===== src/rtl/vidpix_pkg.sv =====
package vidpix_pkg;

  localparam int MA_W           = 14;
  localparam int RA_W           = 3;
  localparam int VA_W           = 16;
  localparam int BYTE_W         = 8;
  localparam int CODE_W         = 5;
  localparam int RGB_W          = 6;
  localparam int IDX_W          = 4;
  localparam int PAL_N          = 1 << IDX_W;
  localparam int BYTES_PER_CHAR = 2;
  localparam int PIX_PER_BYTE   = 8;
  localparam int SLOT_LEN       = BYTES_PER_CHAR * PIX_PER_BYTE;
  localparam int PH_W           = $clog2(SLOT_LEN);
  localparam int FB_W           = BYTES_PER_CHAR * BYTE_W;

  typedef enum logic [1:0] {
    VM_QUAD = 2'd0,
    VM_DUO  = 2'd1,
    VM_MONO = 2'd2,
    VM_PAIR = 2'd3
  } vmode_e;

  typedef enum logic [1:0] {
    OP_PEN  = 2'd0,
    OP_INK  = 2'd1,
    OP_MODE = 2'd2,
    OP_NONE = 2'd3
  } hop_e;

  typedef struct packed {
    logic [MA_W-1:0] ma;
    logic [RA_W-1:0] ra;
    logic            de;
    logic            hs;
    logic            vs;
  } tslot_t;

  // RAM byte address: upper page bits, row, low address bits, half select
  function automatic logic [VA_W-1:0] vram_addr(input logic [MA_W-1:0] ma,
                                                input logic [RA_W-1:0] ra,
                                                input logic            half);
    return {ma[13:12], ra, ma[9:0], half};
  endfunction

  function automatic logic [RGB_W-1:0] pk(input logic [1:0] r,
                                          input logic [1:0] g,
                                          input logic [1:0] b);
    return {r, g, b};
  endfunction

  // hardware colour code to 2:2:2 RGB
  function automatic logic [RGB_W-1:0] code_to_rgb(input logic [CODE_W-1:0] code);
    logic [RGB_W-1:0] c;
    case (code)
      5'd0, 5'd1:   c = pk(2'd1, 2'd1, 2'd1);
      5'd2, 5'd17:  c = pk(2'd0, 2'd2, 2'd1);
      5'd3, 5'd9:   c = pk(2'd2, 2'd2, 2'd1);
      5'd4, 5'd16:  c = pk(2'd0, 2'd0, 2'd1);
      5'd5, 5'd8:   c = pk(2'd2, 2'd0, 2'd1);
      5'd6:         c = pk(2'd0, 2'd1, 2'd1);
      5'd7, 5'd15:  c = pk(2'd2, 2'd1, 2'd1);
      5'd10:        c = pk(2'd2, 2'd2, 2'd0);
      5'd11:        c = pk(2'd2, 2'd2, 2'd2);
      5'd12:        c = pk(2'd2, 2'd0, 2'd0);
      5'd13:        c = pk(2'd2, 2'd0, 2'd2);
      5'd14:        c = pk(2'd2, 2'd1, 2'd0);
      5'd18:        c = pk(2'd0, 2'd2, 2'd0);
      5'd19:        c = pk(2'd0, 2'd2, 2'd2);
      5'd20:        c = pk(2'd0, 2'd0, 2'd0);
      5'd21:        c = pk(2'd0, 2'd0, 2'd2);
      5'd22:        c = pk(2'd0, 2'd1, 2'd0);
      5'd23:        c = pk(2'd0, 2'd1, 2'd2);
      5'd24:        c = pk(2'd1, 2'd0, 2'd1);
      5'd25:        c = pk(2'd1, 2'd2, 2'd1);
      5'd26:        c = pk(2'd1, 2'd2, 2'd0);
      5'd27:        c = pk(2'd1, 2'd2, 2'd2);
      5'd28:        c = pk(2'd1, 2'd0, 2'd0);
      5'd29:        c = pk(2'd1, 2'd0, 2'd2);
      5'd30:        c = pk(2'd1, 2'd1, 2'd0);
      default:      c = pk(2'd1, 2'd1, 2'd2);
    endcase
    return c;
  endfunction

  // palette index for the pixel shown at sub-position sub (0..7) of a byte
  function automatic logic [IDX_W-1:0] pixel_index(input vmode_e            m,
                                                   input logic [BYTE_W-1:0] b,
                                                   input logic [2:0]        sub);
    logic [IDX_W-1:0] idx;
    case (m)
      VM_QUAD: idx = sub[2] ? {b[0], b[4], b[2], b[6]} : {b[1], b[5], b[3], b[7]};
      VM_DUO: begin
        case (sub[2:1])
          2'd0:    idx = {2'b00, b[3], b[7]};
          2'd1:    idx = {2'b00, b[2], b[6]};
          2'd2:    idx = {2'b00, b[1], b[5]};
          default: idx = {2'b00, b[0], b[4]};
        endcase
      end
      VM_MONO: idx = {3'b000, b[3'd7 - sub]};
      default: idx = sub[2] ? {2'b00, b[2], b[6]} : {2'b00, b[3], b[7]};
    endcase
    return idx;
  endfunction

endpackage


===== src/rtl/vidpix_fetch.sv =====
module vidpix_fetch
  import vidpix_pkg::*;
(
  input  logic            clk,
  input  logic            rst_n,
  input  tslot_t          slot_in,
  input  logic [BYTE_W-1:0] ram_data,
  output logic [VA_W-1:0] ram_addr,
  output logic [PH_W-1:0] phase,
  output logic            slot_end,
  output tslot_t          shown,
  output logic [FB_W-1:0] shown_bytes,
  output logic            hs_fall
);

  logic [PH_W-1:0] ph_q;
  tslot_t          held_q;
  tslot_t          shown_q;
  logic [FB_W-1:0] fetch_q;
  logic [FB_W-1:0] bytes_q;

  always_ff @(posedge clk) begin
    if (!rst_n) ph_q <= '0;
    else        ph_q <= ph_q + 1'b1;
  end

  assign slot_end = (ph_q == PH_W'(SLOT_LEN - 1));
  assign ram_addr = vram_addr(held_q.ma, held_q.ra, ph_q[0]);

  // one capture register per byte of the character
  for (genvar gi = 0; gi < BYTES_PER_CHAR; gi++) begin : g_fetch
    always_ff @(posedge clk) begin
      if (!rst_n)
        fetch_q[gi*BYTE_W +: BYTE_W] <= '0;
      else if (ph_q == PH_W'(gi))
        fetch_q[gi*BYTE_W +: BYTE_W] <= ram_data;
    end
  end

  always_ff @(posedge clk) begin
    if (!rst_n) begin
      held_q  <= '0;
      shown_q <= '0;
      bytes_q <= '0;
    end else if (slot_end) begin
      held_q  <= slot_in;
      shown_q <= held_q;
      bytes_q <= fetch_q;
    end
  end

  assign hs_fall     = slot_end & shown_q.hs & ~held_q.hs;
  assign phase       = ph_q;
  assign shown       = shown_q;
  assign shown_bytes = bytes_q;

endmodule


===== src/rtl/vidpix_hostregs.sv =====
module vidpix_hostregs
  import vidpix_pkg::*;
(
  input  logic                   clk,
  input  logic                   rst_n,
  input  logic                   host_wr,
  input  logic [7:0]             host_data,
  input  logic                   hs_fall,
  output vmode_e                 mode_act,
  output logic [PAL_N*RGB_W-1:0] pal_flat,
  output logic [RGB_W-1:0]       border,
  output logic                   pal_wr,
  output logic                   border_wr
);

  hop_e              op;
  logic [CODE_W-1:0] pen_q;
  vmode_e            pend_q;
  vmode_e            act_q;
  logic [RGB_W-1:0]  border_q;
  logic [RGB_W-1:0]  rgb_new;
  logic              ink_wr;

  assign op        = hop_e'(host_data[7:6]);
  assign ink_wr    = host_wr && (op == OP_INK);
  assign border_wr = ink_wr &  pen_q[CODE_W-1];
  assign pal_wr    = ink_wr & ~pen_q[CODE_W-1];
  assign rgb_new   = code_to_rgb(host_data[CODE_W-1:0]);

  always_ff @(posedge clk) begin
    if (!rst_n) begin
      pen_q    <= '0;
      pend_q   <= VM_MONO;
      act_q    <= VM_MONO;
      border_q <= '0;
    end else begin
      if (host_wr && op == OP_PEN)  pen_q  <= host_data[CODE_W-1:0];
      if (host_wr && op == OP_MODE) pend_q <= vmode_e'(host_data[1:0]);
      if (border_wr)                border_q <= rgb_new;
      if (hs_fall)                  act_q  <= pend_q;
    end
  end

  for (genvar gp = 0; gp < PAL_N; gp++) begin : g_pal
    logic [RGB_W-1:0] ent_q;
    always_ff @(posedge clk) begin
      if (!rst_n)
        ent_q <= '0;
      else if (pal_wr && pen_q[IDX_W-1:0] == IDX_W'(gp))
        ent_q <= rgb_new;
    end
    assign pal_flat[gp*RGB_W +: RGB_W] = ent_q;
  end

  assign mode_act = act_q;
  assign border   = border_q;

endmodule


===== src/rtl/vidpix_pixel.sv =====
module vidpix_pixel
  import vidpix_pkg::*;
(
  input  vmode_e                 mode,
  input  logic [PH_W-1:0]        phase,
  input  tslot_t                 shown,
  input  logic [FB_W-1:0]        shown_bytes,
  input  logic [PAL_N*RGB_W-1:0] pal_flat,
  input  logic [RGB_W-1:0]       border,
  output logic [RGB_W-1:0]       rgb,
  output logic                   blank
);

  logic [BYTE_W-1:0] cur_byte;
  logic [IDX_W-1:0]  idx;
  logic [RGB_W-1:0]  ink;

  // upper phase bit picks the byte, the rest the position inside it
  assign cur_byte = phase[PH_W-1] ? shown_bytes[BYTE_W +: BYTE_W]
                                  : shown_bytes[0 +: BYTE_W];
  assign idx      = pixel_index(mode, cur_byte, phase[2:0]);
  assign ink      = pal_flat[idx*RGB_W +: RGB_W];

  always_comb begin
    blank = shown.hs | shown.vs;
    if (blank)          rgb = '0;
    else if (!shown.de) rgb = border;
    else                rgb = ink;
  end

endmodule


===== src/rtl/vidpix_engine.sv =====
module vidpix_engine
  import vidpix_pkg::*;
(
  input  logic        clk,
  input  logic        rst_n,
  input  logic [13:0] crtc_ma,
  input  logic [2:0]  crtc_ra,
  input  logic        crtc_de,
  input  logic        crtc_hs,
  input  logic        crtc_vs,
  output logic        slot_last,
  output logic [15:0] ram_addr,
  input  logic [7:0]  ram_data,
  input  logic        host_wr,
  input  logic [7:0]  host_data,
  output logic [5:0]  rgb,
  output logic        blank
);

  tslot_t                 slot_in_w;
  tslot_t                 shown_w;
  logic [PH_W-1:0]        phase_w;
  logic [FB_W-1:0]        bytes_w;
  logic                   hs_fall_w;
  vmode_e                 mode_act_w;
  logic [PAL_N*RGB_W-1:0] pal_w;
  logic [RGB_W-1:0]       border_w;
  logic                   pal_wr_w;
  logic                   border_wr_w;
  logic                   shown_de_w;

  assign slot_in_w  = {crtc_ma, crtc_ra, crtc_de, crtc_hs, crtc_vs};
  assign shown_de_w = shown_w.de;

  vidpix_fetch u_fetch (
    .clk         (clk),
    .rst_n       (rst_n),
    .slot_in     (slot_in_w),
    .ram_data    (ram_data),
    .ram_addr    (ram_addr),
    .phase       (phase_w),
    .slot_end    (slot_last),
    .shown       (shown_w),
    .shown_bytes (bytes_w),
    .hs_fall     (hs_fall_w)
  );

  vidpix_hostregs u_regs (
    .clk       (clk),
    .rst_n     (rst_n),
    .host_wr   (host_wr),
    .host_data (host_data),
    .hs_fall   (hs_fall_w),
    .mode_act  (mode_act_w),
    .pal_flat  (pal_w),
    .border    (border_w),
    .pal_wr    (pal_wr_w),
    .border_wr (border_wr_w)
  );

  vidpix_pixel u_pixel (
    .mode        (mode_act_w),
    .phase       (phase_w),
    .shown       (shown_w),
    .shown_bytes (bytes_w),
    .pal_flat    (pal_w),
    .border      (border_w),
    .rgb         (rgb),
    .blank       (blank)
  );

endmodule


===== config.mk =====
export PLATFORM = sky130hd
export DESIGN_NAME = vidpix_engine
export DESIGN_NICKNAME = d
export VERILOG_FILES = /design/src/rtl/vidpix_pkg.sv /design/src/rtl/vidpix_fetch.sv /design/src/rtl/vidpix_hostregs.sv /design/src/rtl/vidpix_pixel.sv /design/src/rtl/vidpix_engine.sv
export SDC_FILE = /design/constraint.sdc
export NUM_CORES = 1
export LEC_CHECK = 0
export BUFFER_PORTS_ARGS = -buffer_cell sky130_fd_sc_hd__buf_2
export CORE_ASPECT_RATIO = 0.5
export CORE_UTILIZATION = 40
export DETAILED_ROUTE_END_ITERATION = 6
export PLACE_DENSITY = 0.68
export REMOVE_ABC_BUFFERS = 1
export SLEW_MARGIN = 5
export SYNTH_ARGS = -nofsm -noshare
export SYNTH_HDL_FRONTEND = slang
export SYNTH_SLANG_ARGS = --single-unit
export TNS_END_PERCENT = 100

===== constraint.sdc =====
create_clock -name clk -period 4.6 [get_ports clk]
set_input_delay 0.23 -clock clk [delete_from_list [all_inputs] [get_ports clk]]
set_output_delay 0.23 -clock clk [all_outputs]
set_load 0.01 [all_outputs]

### Word level (Yosys, flattened, before mapping)

Memory sizes are Yosys's and may differ from the RTL's.
Cells that the tools add are included.

| cells by class | value |
|---|---|
| bitwise logic cells | 7 |
| shift operators | 1 |
| multiplexer cells | 9 |
| add/subtract/negate cells | 2 |
| multipliers | 1 |
| equality and inequality tests | 23 |
| magnitude comparators | 1 |
| reduce and logical (&&, ||, !) cells | 24 |

Operators by type and width:

| operator | number |
|---|---|
| $shiftx 96x8->6 | 1 |
| $eq 4x4->1 const B | 9 |
| $logic_and 1x1->1 | 19 |
| $eq 4x3->1 const B | 4 |
| $mux 6 | 2 |
| $pmux 4 s3 | 1 |
| $eq 4x1->1 const B | 2 |
| $eq 4x2->1 const B | 2 |
| $logic_not 4->1 | 2 |
| $mux 8 | 1 |
| $eq 2x1->1 const B | 3 |
| $eq 2x2->1 const B | 3 |
| $logic_not 2->1 | 3 |
| $mul 4x2->6 const B | 1 |
| $pmux 2 s3 | 1 |
| $add 4x1->4 const B | 1 |
| $and 1x1->1 | 4 |
| $lt 3x4->1 const B | 1 |
| $mux 4 | 1 |
| $bmux 1 s3 | 1 |
| $sub 3x3->3 const A | 1 |
| $mux 2 | 1 |
| $not 1->1 | 2 |
| $mux 1 | 1 |
| $or 1x1->1 | 1 |

| storage, ports and cells | value |
|---|---|
| output and inout port bits | 24 |
| bits in read-only memories | 192 |
| register bits | 170 |
| memories | 1 |
| input bits | 39 |
| logic and storage cells | 101 |

Memories:

| memory | depth | bits a word | rd ports | clocked after Yosys merged registers in | write ports | RTL line | RTL |
|---|---|---|---|---|---|---|---|
| (no name shown) | 32 | 6 | 1 | 0 | 0 | vidpix_pkg.sv:55 | `case (code)` |

### Depth between registers and ports, before layout

| logic depth | value |
|---|---|
| depth in word-level cells | 8 |
| mapped depth | 11 |
| mapped depth without buffers | 7 |

### Cells and area by module

From an unflattened synthesis, not the netlist that was laid out.

| second synthesis, totals | value |
|---|---|
| cells, all modules | 996 |
| area total of the unflattened synthesis | 9,369.0 um^2 |

By module, submodules not included:

| module | sequential area each (um^2) | instances | area an instance (um^2) | cells an instance |
|---|---|---|---|---|
| vidpix_hostregs | 2,222.1 | 1 | 4,785.8 | 489 |
| vidpix_fetch | 1,521.5 | 1 | 3,040.4 | 302 |
| vidpix_pixel | 0.0 | 1 | 1,542.7 | 205 |

### Worst setup path after synthesis

OpenSTA, ideal clock, no wires.

| timing path | value |
|---|---|
| path type | register to output |
| start point | register u_fetch.ph_q[2] (netlist: u_fetch.phase[2]) |
| end point | output rgb[0] |
| path buffers | 3 |
| arrival | 2.780 ns |
| cell stages (with the launch flop) | 11 |
| required time | 4.370 ns |
| path slack | 1.590 ns |
| path through | dfxtp_1 > buf_6 > mux2i_1 > mux4_2 > o311a_1 > a21oi_2 > clkbuf_8 > buf_2 > mux2i_1 > o22ai_1 > or4_1 |

| on the way | value |
|---|---|
| cells in the longest elaborated chain, start to end | 8 |
| elaborated cells on any way between the ends | 14 |
| classes of those cells | 1 x add/sub; 1 x mul; 2 x eq/ne; 1 x shift; 8 x mux; 1 x reduce/logical |

Ends and longest elaborated chain:

| what | RTL line | RTL |
|---|---|---|
| from (decl) | vidpix_fetch.sv:16 | `logic [PH_W-1:0] ph_q;` |
| from (signal assigned) | vidpix_fetch.sv:24 | `else ph_q <= ph_q + 1'b1;` |
| $sub 3x3->3 | vidpix_pkg.sv:101 | `VM_MONO: idx = {3'b000, b[3'd7 - sub]};` |
| $bmux 1 s3 | vidpix_pkg.sv:101 |  |
| $mux 1 (not written as such) | vidpix_pkg.sv:101 |  |
| $pmux 4 s3 * | vidpix_pkg.sv:91 | `case (m)` |
| $mul 4x2->6 * | vidpix_pixel.sv:22 | `assign ink = pal_flat[idx*RGB_W +: RGB_W];` |
| $shiftx 96x8->6 * | vidpix_pixel.sv:22 |  |
| $mux 6 * | vidpix_pixel.sv:27 | `else if (!shown.de) rgb = border;` |
| $mux 6 * | vidpix_pixel.sv:26 | `if (blank) rgb = '0;` |
| to (decl) | vidpix_engine.sv:16 | `output logic [5:0] rgb,` |

Every way passes the cells marked *; elsewhere a longest branch is shown, timed or not. The select of a mux whose other input is x is not followed.

### Worst setup path after layout

| timing path | value |
|---|---|
| start point | register u_fetch.ph_q[2] (netlist: u_fetch.phase[2]) |
| end point | output rgb[3] |

The elaborated chain is that of the path after synthesis.

==> key figures <==
Power
  • Static leakage: 3.38 nW
  • Pwr dens: about 340 mW/mm²
  • Total power draw: about 3.1 mW
  • Peak supply drop: 247 µV

Detailed routing
  • Total wire length: 18.5 mm
  • DRT Pass-1 Iters: 6
  • Antenna-violating nets left: 0
  • Vias per inst: 5.20
  • DR WL/cell: 15.9 µm
  • Highest routed metal layer: met4
  • Drt drc: 0
  • Vias: 6,046
  • M1 wire length: roughly 9 mm
  • Initial drt markers: 411
  • Met2 Wirelength: 8.57 mm
  • WL met3: 590 µm

Yosys
  • Most used DFF post-synth: dfxtp_1
  • Ys async rst share: 0%
  • Post-synth EDFFs: 0
  • Synth Register Bits: 168
  • Number of synthesis warnings: 0
  • Syn Area/Cell: 9.35 µm²
  • Syn Inst Count: 859
  • Synth cell types: 43
  • Seq/Total Area, Yosys: 41.9%
  • Synth Cell Area: 0.00803 mm²

Setup path
  • Crit path launch: u_fetch.phase[2]
  • Critical path's largest stage delay: 530 ps
  • Worst reg2reg path endpoint: u_fetch.held_q[1]
  • CP most frequent cell: mux2i_1
  • CP Buf/Inv Count: 2
  • CP max-delay cell: dfxtp_1
  • Cell count along the critical path: 9
  • Max FO, Critical Path: 29
  • CP Data Required Time: 4370 ps
  • CP top delay family: compound AO/OA/AOI/OAI gates
  • Crit path DAT: 4130 ps
  • Crit path capture type: primary output
  • Worst Reg2Reg Path Length in Cells: 6
  • CP Launch Type: register
  • CP Class: reg -> out
  • R2R setup slack: around 1600 ps
  • Cell Chain, Critical Path: mux2i_1, mux4_2, o311a_1, a21oi_4, buf_6, mux2i_1, o41a_1, or4_1, buf_2
  • Critical Path Sink: rgb[3]
  • Worst r2r src: u_fetch.phase[3]

CTS
  • Clock Path Buffers: 2
  • Clock Latency Late Sink: 440 ps
  • Clock sinks: 168
  • Clock transition at path regs: 70 ps
  • CTS H-tree depth: 4
  • Root Buffer Master: clkbuf_16
  • CTS Buf Count: 17
  • Post-CTS Setup Inserts: 0
  • CTS tree: yes

Global routing
  • Vias in the first global route: 5,541
  • Global-route wire length before repair: between 20 and 30 mm
  • GR Overflow Total: 0
  • Largest net degree at the start of global routing: 109
  • Initial antenna violation count: 1
  • Overall Global Routing Usage: between 10% and 20%

Cells and area
  • Most frequent cells in the layout: nand2_1 (174), dfxtp_1 (168), mux2i_1 (144)
  • Share of cells above drive strength 1: ~13%
  • Final instance area: between 0.009 and 0.01 mm²
  • Syn-to-layout area delta: 12.3%
  • Nets: just over 900
  • Most common cell after layout, fill and taps aside: nand2_1

Status
  • Status: completed

STA
  • Slew Limit Fails: 0
  • RSZ-0062 raised after global routing: no
  • Min Tclk post-route: 4360 ps
  • Final setup viols: 0
  • Period utilization: between 90% and 100%
  • Setup ws final: between 200 and 250 ps
  • Final hold vios: 0
  • Worst slew pin tran: approximately 1200 ps
  • Fmax: about 230 MHz
  • Worst slew margin: approximately a fifth
  • Clock skew: 12.6 ps

Placement
  • Port Buffers: 59
  • GP Congestion: 0.802
  • DPL Wire Length: 12.2 mm
  • Setup WS pre-CTS: 394 ps
  • Placement Cell Area: 0.00843 mm²

Die
  • Die area: 0.0207 mm²
  • Initial Util: 41.1%
  • FP Rows: 36
  • Core ar.: 0.0195 mm²
  • Die width: about 200 µm
  • I/O pin total: 63
  • Die Ht: roughly 100 µm

Run
  • Max Cap Viol: 0

Min path
  • Hold Crit Class: in -> reg
## per-layer routing
layer | vias up | track usage [%]
met5 | - | 0
met4 | 0 | 5.32
met3 | 23 | 3.99
met2 | 104 | 30.1
met1 | 2934 | 23.9
li1 | 2985 | -
## how the worst min path moves through the flow
stage	from	end	slack (ps)	cells past startpoint
finish	crtc_ma[6]	u_fetch.ram_addr[7]	40	3
detailed placement	u_fetch.ram_addr[7]	u_fetch.ram_addr[7]	460	2
floorplan	rst_n	u_regs.mode_act[1]	320	1
global route	crtc_ra[2]	u_fetch.ram_addr[13]	40	3
global placement	u_fetch.ram_addr[15]	u_fetch.ram_addr[15]	450	2
CTS	crtc_ma[6]	u_fetch.ram_addr[7]	30	3
## cell usage after synthesis, drive strengths merged, types with 7 or more instances
master  instances  area, µm²
a21boi         37        278
a21oi          11       58.8
and2            7       43.8
buf            28        183
clkbuf         42        171
dfxtp         168       3360
inv            10       37.5
mux2i         144       1440
mux4           10        240
nand2         174        653
nor2           30        113
nor2b          93        582
o211a          32        320
o21ai          11       55.1
or4             7       52.6
## area by class of cell
cell class | count | area [µm²]
Fill cell | 1881 | 10500
Multi-Input combinational cell | 612 | 4310
Sequential cell | 168 | 3360
Clock buffer | 18 | 429
Timing Repair Buffer | 73 | 407
Tap cell | 266 | 333
Clock inverter | 14 | 139
Inverter | 10 | 37.5
Antenna cell | 1 | 2.50
## state kept, by name (all words and copies together), names as in the netlist
name and flops:
u_fetch.fetch_q 16, u_fetch.held_q 3, u_fetch.phase 4, u_fetch.ram_addr 15
u_fetch.shown 3, u_fetch.shown_bytes 16, u_regs.border 6, u_regs.g_pal.ent_q 96
u_regs.mode_act 2, u_regs.pen_q 5, u_regs.pend_q 2
## worst register-to-register path: cells and delay by family, from the launching register on
kind / cells / cell delay, ps
and+or+nand+nor: 2 / 540
DFF: 1 / 690
AOI/OAI and AO/OA: 1 / 220
buffers and inverters: 3 / 1490
## what timing repair did
| action | 4_1_cts | 5_1_grt |
|---|---|---|
| cloned | 1 | 0 |
| setup endpoints to repair | 5 | 4 |
| hold buffers | 0 | 0 |
| gates resized for setup | 0 | 1 |
| pin swaps | 1 | 0 |
## per-stage QoR
step           std cells  hold WS (ps)  setup TNS (ps)  util [%]
2_1_floorplan        789           319           -2650         -
3_3_place_gp        1128           449               0      43.1
3_5_place_dp        1128           457               0      43.1
4_1_cts             1161          30.9               0      46.1
5_1_grt             1162          43.6               0      46.1
6_report            1162          37.9               0      46.1
## report_power, final
| group | total [mW] | switching (mW) | internal [mW] |
|---|---|---|---|
| registers | 1.49 | 0.0161 | 1.47 |
| logic | 0.165 | 0.0927 | 0.0719 |
| clock network | 1.40 | 0.643 | 0.759 |
| total | 3.05 | 0.751 | 2.30 |
## logic make-up after synthesis
group           after synthesis  synth area share [%]
simple gates                337                  20.0
flops                       168                  41.9
mux                         154                  20.9
compound gates              112                  11.1
buf+inv                      80                  4.88
fa+ha+maj                     6                 0.935
xor+xnor                      2                 0.218
No activity file was read; power rests on OpenSTA's default activity.
